<file path="src/rtl/xlat_buf.sv">
module xlat_buf #(
  parameter int VA_W      = 32,
  parameter int PA_W      = 32,
  parameter int PAGE_BITS = 12,
  parameter int ENTRIES   = 16,
  localparam int IDX_W    = $clog2(ENTRIES),
  localparam int PPN_W    = PA_W - PAGE_BITS,
  localparam int PTE_W    = PPN_W + 8
) (
  input  logic             clk,
  input  logic             rst_n,
  input  logic             flush,
  input  logic             supv,
  input  logic             req_valid,
  input  logic [1:0]       req_kind,
  input  logic [VA_W-1:0]  req_vaddr,
  output logic             req_ready,
  output logic             resp_valid,
  output logic [1:0]       resp_fault,
  output logic [PA_W-1:0]  resp_paddr,
  output logic             walk_req,
  output logic [VA_W-1:0]  walk_vaddr,
  input  logic             walk_valid,
  input  logic [PTE_W-1:0] walk_pte,
  output logic [VA_W-1:0]  bad_vaddr
);
  localparam logic [VA_W-1:0] OFS_MASK = {{(VA_W-PAGE_BITS){1'b0}}, {PAGE_BITS{1'b1}}};
  localparam logic [VA_W-1:0] NO_TAG   = '1;

  logic [VA_W-1:0]  tag_ld [ENTRIES];
  logic [VA_W-1:0]  tag_st [ENTRIES];
  logic [VA_W-1:0]  tag_fx [ENTRIES];
  logic [PPN_W-1:0] ppn_q  [ENTRIES];

  logic            busy;
  logic [VA_W-1:0] hold_va;
  logic [1:0]      hold_kind;
  logic            hold_supv;

  wire [IDX_W-1:0] req_idx  = req_vaddr[PAGE_BITS +: IDX_W];
  wire [VA_W-1:0]  req_tag  = req_vaddr & ~OFS_MASK;
  wire [IDX_W-1:0] hold_idx = hold_va[PAGE_BITS +: IDX_W];
  wire [VA_W-1:0]  hold_tag = hold_va & ~OFS_MASK;

  wire [VA_W-1:0] look_tag = req_kind[1] ? tag_fx[req_idx] :
                             req_kind[0] ? tag_st[req_idx] : tag_ld[req_idx];
  wire hit    = (look_tag == req_tag);
  wire accept = req_valid && req_ready;
  wire done   = busy && walk_valid;

  // permissions as {x, w, r}; supervisor bits replace user bits
  wire [2:0] perm   = hold_supv ? walk_pte[6:4] : walk_pte[3:1];
  wire       ent_ok = walk_pte[0];
  wire       h_fx   = hold_kind[1];
  wire       h_st   = !hold_kind[1] && hold_kind[0];
  wire       need   = h_fx ? perm[2] : h_st ? perm[1] : perm[0];
  wire       deny   = !ent_ok || !need;
  wire [1:0] code   = h_fx ? 2'd3 : h_st ? 2'd2 : 2'd1;
  wire       install = done && !deny && !flush;

  assign req_ready  = !busy && !flush;
  assign walk_req   = busy;
  assign walk_vaddr = hold_va;

  always_ff @(posedge clk) begin
    if (!rst_n) begin
      busy       <= 1'b0;
      hold_va    <= '0;
      hold_kind  <= '0;
      hold_supv  <= 1'b0;
      resp_valid <= 1'b0;
      resp_fault <= '0;
      resp_paddr <= '0;
      bad_vaddr  <= '0;
    end else begin
      resp_valid <= (accept && hit) || done;
      resp_fault <= (done && deny) ? code : 2'd0;
      if (done)
        resp_paddr <= {walk_pte[PTE_W-1:8], hold_va[PAGE_BITS-1:0]};
      else
        resp_paddr <= {ppn_q[req_idx], req_vaddr[PAGE_BITS-1:0]};
      if (accept && !hit) begin
        busy      <= 1'b1;
        hold_va   <= req_vaddr;
        hold_kind <= req_kind;
        hold_supv <= supv;
      end else if (done) begin
        busy <= 1'b0;
      end
      if (done && deny && !h_fx)
        bad_vaddr <= hold_va;
    end
  end

  for (genvar i = 0; i < ENTRIES; i++) begin : g_ent
    wire sel = install && (hold_idx == IDX_W'(i));
    always_ff @(posedge clk) begin
      if (!rst_n || flush) begin
        tag_ld[i] <= NO_TAG;
        tag_st[i] <= NO_TAG;
        tag_fx[i] <= NO_TAG;
      end else if (sel) begin
        tag_ld[i] <= perm[0] ? hold_tag : NO_TAG;
        tag_st[i] <= perm[1] ? hold_tag : NO_TAG;
        tag_fx[i] <= perm[2] ? hold_tag : NO_TAG;
      end
    end
    always_ff @(posedge clk) begin
      if (sel) ppn_q[i] <= walk_pte[PTE_W-1:8];
    end
  end
endmodule

</file>
<file path="config.mk">
export PLATFORM = sky130hd
export DESIGN_NAME = xlat_buf
export DESIGN_NICKNAME = d
export VERILOG_FILES = /design/src/rtl/xlat_buf.sv
export SDC_FILE = /design/constraint.sdc
export NUM_CORES = 2
export LEC_CHECK = 0
export BUFFER_PORTS_ARGS = -buffer_cell sky130_fd_sc_hd__clkbuf_2
export CAP_MARGIN = 20
export CORE_ASPECT_RATIO = 2
export CORE_UTILIZATION = 60
export CTS_BUF_LIST = sky130_fd_sc_hd__clkbuf_8
export DETAILED_ROUTE_END_ITERATION = 16
export HOLD_SLACK_MARGIN = 0.06
export PLACE_DENSITY = 0.76
export SLEW_MARGIN = 15
export SYNTH_ARGS = -nofsm -noshare
export SYNTH_HDL_FRONTEND = slang
export SYNTH_SLANG_ARGS = --single-unit
</file>
<file path="constraint.sdc">
create_clock -name clk -period 9.8 [get_ports clk]
set_clock_uncertainty 0.15 [all_clocks]
set_input_delay 1.47 -clock clk [delete_from_list [all_inputs] [get_ports clk]]
set_output_delay 1.47 -clock clk [all_outputs]
set_load 0.03 [all_outputs]
</file>
==> out/results.txt <==
Primary FF master, synth = edfxtp_1
M1 WL = 54800 µm
Setup crit end kind = register
sequential cell area fraction in the yosys report = 67.9%
max cap viols = 0
Initial Utilization = 60.4%
Max Clock Freq = 0.166 GHz
clock root buffer = clkbuf_8
Final Cycle Share = 61.6%
Hold Vio Cnt, Final = 0
Syn Inst Count = 4026
outcome = completed
total number of vias = 37500
Design Area, Final = 0.0676 mm²
Clock Latency Late Sink = 0.92 ns
Async S/R FF share, synth = 0%
area grow syn2layout = 9.49%
Max VDD drop = 0.000162 V
Resized cells post-CTS = 0
Port Buffers = 167
RSZ-0062 raised after global routing = no
R2R cell count = 10
I/O pins = 169
Slew headroom = 21.2%
Post-CTS Setup Repair Bufs = 0
drt drc = 0
CP arrival = 6.67 ns
most frequent cells in the layout = 1328 x edfxtp_1, 707 x or3_1, 318 x nand2_1
actual slew at the worst max-slew pin = 1.18 ns
Clock transition at path regs = 0.07 ns
Worst R2R Start = hold_supv
DRT antenna net count = 0
Mapped Area = 0.0617 mm²
Layout Nets = 4242
first-pass GRT wire length = 243000 µm
Max Slew Vio Count = 0
Yosys cell types = 64
synthesized flop and latch total = 1431
GRT overflow = 0
DRT iter0 DRCs = 4221
Via density = 6.61
most common cell after layout, fill and taps aside = edfxtp_1
Leak = 19.6 nW
Core Area = 0.102 mm²
met3 WL post-DR = 16100 µm
Hold-fix buffers, CTS = 0
CP Class = in -> reg
Die H = 456 µm
share of layout cells above drive strength 1 = 20.4%
crit path time final = 6.04 ns
Max clock buf depth = 3
number of global-route vias before repair = 37800
Worst Hold End = walk_vaddr[1]
hold-critical path depth = 2
FILL cells = 6996
CP max FO = 37
final setup fails = 0
DP Area = 0.0641 mm²
Synth Area per Inst = 15.3 µm²
htree depth = 4
Req. time, crit path = 10.43 ns
die width = 229 µm
initial antenna violation count = 7
setup_tns = 0 ns
CTS tree = yes
Total GRT Usage = 32.4%
Worst setup SP type = primary input
DRT Pass-1 Iters = 6
DR WL met2 = 86000 µm
Sink Count = 1431
hold path startpoint = walk_vaddr[1]
largest net degree at the start of global routing = 117
WL final = 168000 µm
reg-to-reg endpoint = tag_fx[7][18]
dpl hpwl = 96500 µm
Final GP Congestion = 0.842
class of the worst hold path = reg -> reg
max layer used = met5
die area = 0.104 mm²
power per cell area = 173 mW/mm²
Post-synth EDFFs = 1328
num rows = 166
synth warn = 0
CTS buffer count = 183
FF-to-FF setup slack = 4.37 ns
WL/cell = 29.7 µm
worst max path at each step:
stage	startpoint	end	slack [ns]	depth (start not counted)
3_3_place_gp	req_vaddr[12]	walk_req	2.97	12
2_1_floorplan	walk_pte[4]	tag_fx[8][10]	1.47	11
5_1_grt	req_vaddr[12]	walk_req	3.44	12
3_5_place_dp	req_vaddr[12]	walk_req	2.95	12
6_report	req_vaddr[15]	walk_req	3.76	14
4_1_cts	req_vaddr[12]	walk_req	3.92	12
metrics by stage:
stage	util, %	power (mW)	hold WS (ns)	setup WS, ns	std cells
global route	66.2	12.0	0.378	3.44	5670
detailed placement	62.7	7.59	0.341	2.95	5330
finish	66.2	11.7	0.350	3.76	5671
floorplan	-	7.32	0.324	1.47	4121
global placement	62.7	7.58	0.328	2.97	5328
CTS	66.1	11.7	0.351	3.92	5666
area by class of cell:
class                   count  area (µm²)  area share (%)
flip-flops and latches   1431       41900            62.0
well taps                1344        1680            2.49
multi-input cells        2247       18600            27.4
clock inverters           138         773            1.14
inverters                  24        90.1           0.133
diodes                      2        5.00         0.00740
repair buffers            287        1840            2.72
clock buffers             198        2730            4.03
logic make-up (layout without fill, tap and decap cells):
| group | Yosys count | after routing | synth area share (%) |
|---|---|---|---|
| flip-flops | 1431 | 1431 | 67.9 |
| AND/OR/NAND/NOR | 1328 | 1328 | 11.7 |
| multiplexers | 532 | 532 | 13.7 |
| buffers and inverters | 443 | 647 | 3.19 |
| AO/OA/AOI/OAI | 272 | 272 | 3.15 |
| XOR/XNOR | 19 | 19 | 0.269 |
| other | 1 | 98 | 0.00607 |
power by group:
group	switching, mW	internal, mW
registers	0.0292	6.71
clock network	2.17	2.05
logic	0.534	0.195
total	2.73	8.96
state kept, by name, indices dropped and copies added (netlist names):
signal      count
tag_st        336
hold_kind       2
hold_supv       1
resp_fault      2
walk_req        1
tag_ld        336
walk_vaddr     32
resp_paddr     32
bad_vaddr      32
tag_fx        336
resp_valid      1
ppn_q         320
synth_stat cells (4+ instances only):
cell type	n	area share (%)
nor2b_1	47	0.48
mux4_1	11	0.47
nand4_1	11	0.11
dfxtp_1	103	3.3
nor3b_1	4	0.049
buf_1	11	0.067
a31oi_1	10	0.10
nand2b_1	39	0.40
nor3_1	29	0.24
a22oi_1	98	1.2
nor2_1	73	0.44
nand3_1	33	0.27
and3_1	4	0.041
mux2_2	20	0.36
mux4_2	235	8.6
nand2_1	326	2.0
a211o_1	5	0.071
or3_1	708	7.2
buf_2	36	0.29
a32oi_1	12	0.17
buf_6	13	0.24
or2_2	35	0.35
and2_1	10	0.10
buf_4	20	0.24
xor2_1	8	0.11
clkbuf_1	333	2.0
mux2i_1	266	4.3
o22ai_1	7	0.071
xnor2_1	11	0.16
buf_12	4	0.13
a21boi_0	33	0.40
a211oi_1	8	0.097
inv_1	24	0.15
a221oi_1	10	0.14
a21oi_1	36	0.29
edfxtp_1	1328	65
o21ai_0	23	0.19
a22o_1	5	0.071
metal layers:
metal | track usage, % | vias to the layer above
met2 | 55.3 | 2367
met5 | 0 | -
met4 | 21.3 | 2
met3 | 5.76 | 596
li1 | - | 15700
met1 | 37.7 | 18800
critical path: stages:
cell and delay, ns:
clkbuf_2 0.46, buf_4 0.72, inv_2 0.17, nor2_1 0.14
buf_4 0.40, nand3_1 0.13, a41oi_1 0.81, a21oi_1 0.07
mux2_2 0.30, or4_1 0.54, a2111oi_2 0.53, a31oi_4 0.13
buf_4 0.38, o21a_1 0.29
Power figures use the tool's default switching activity.
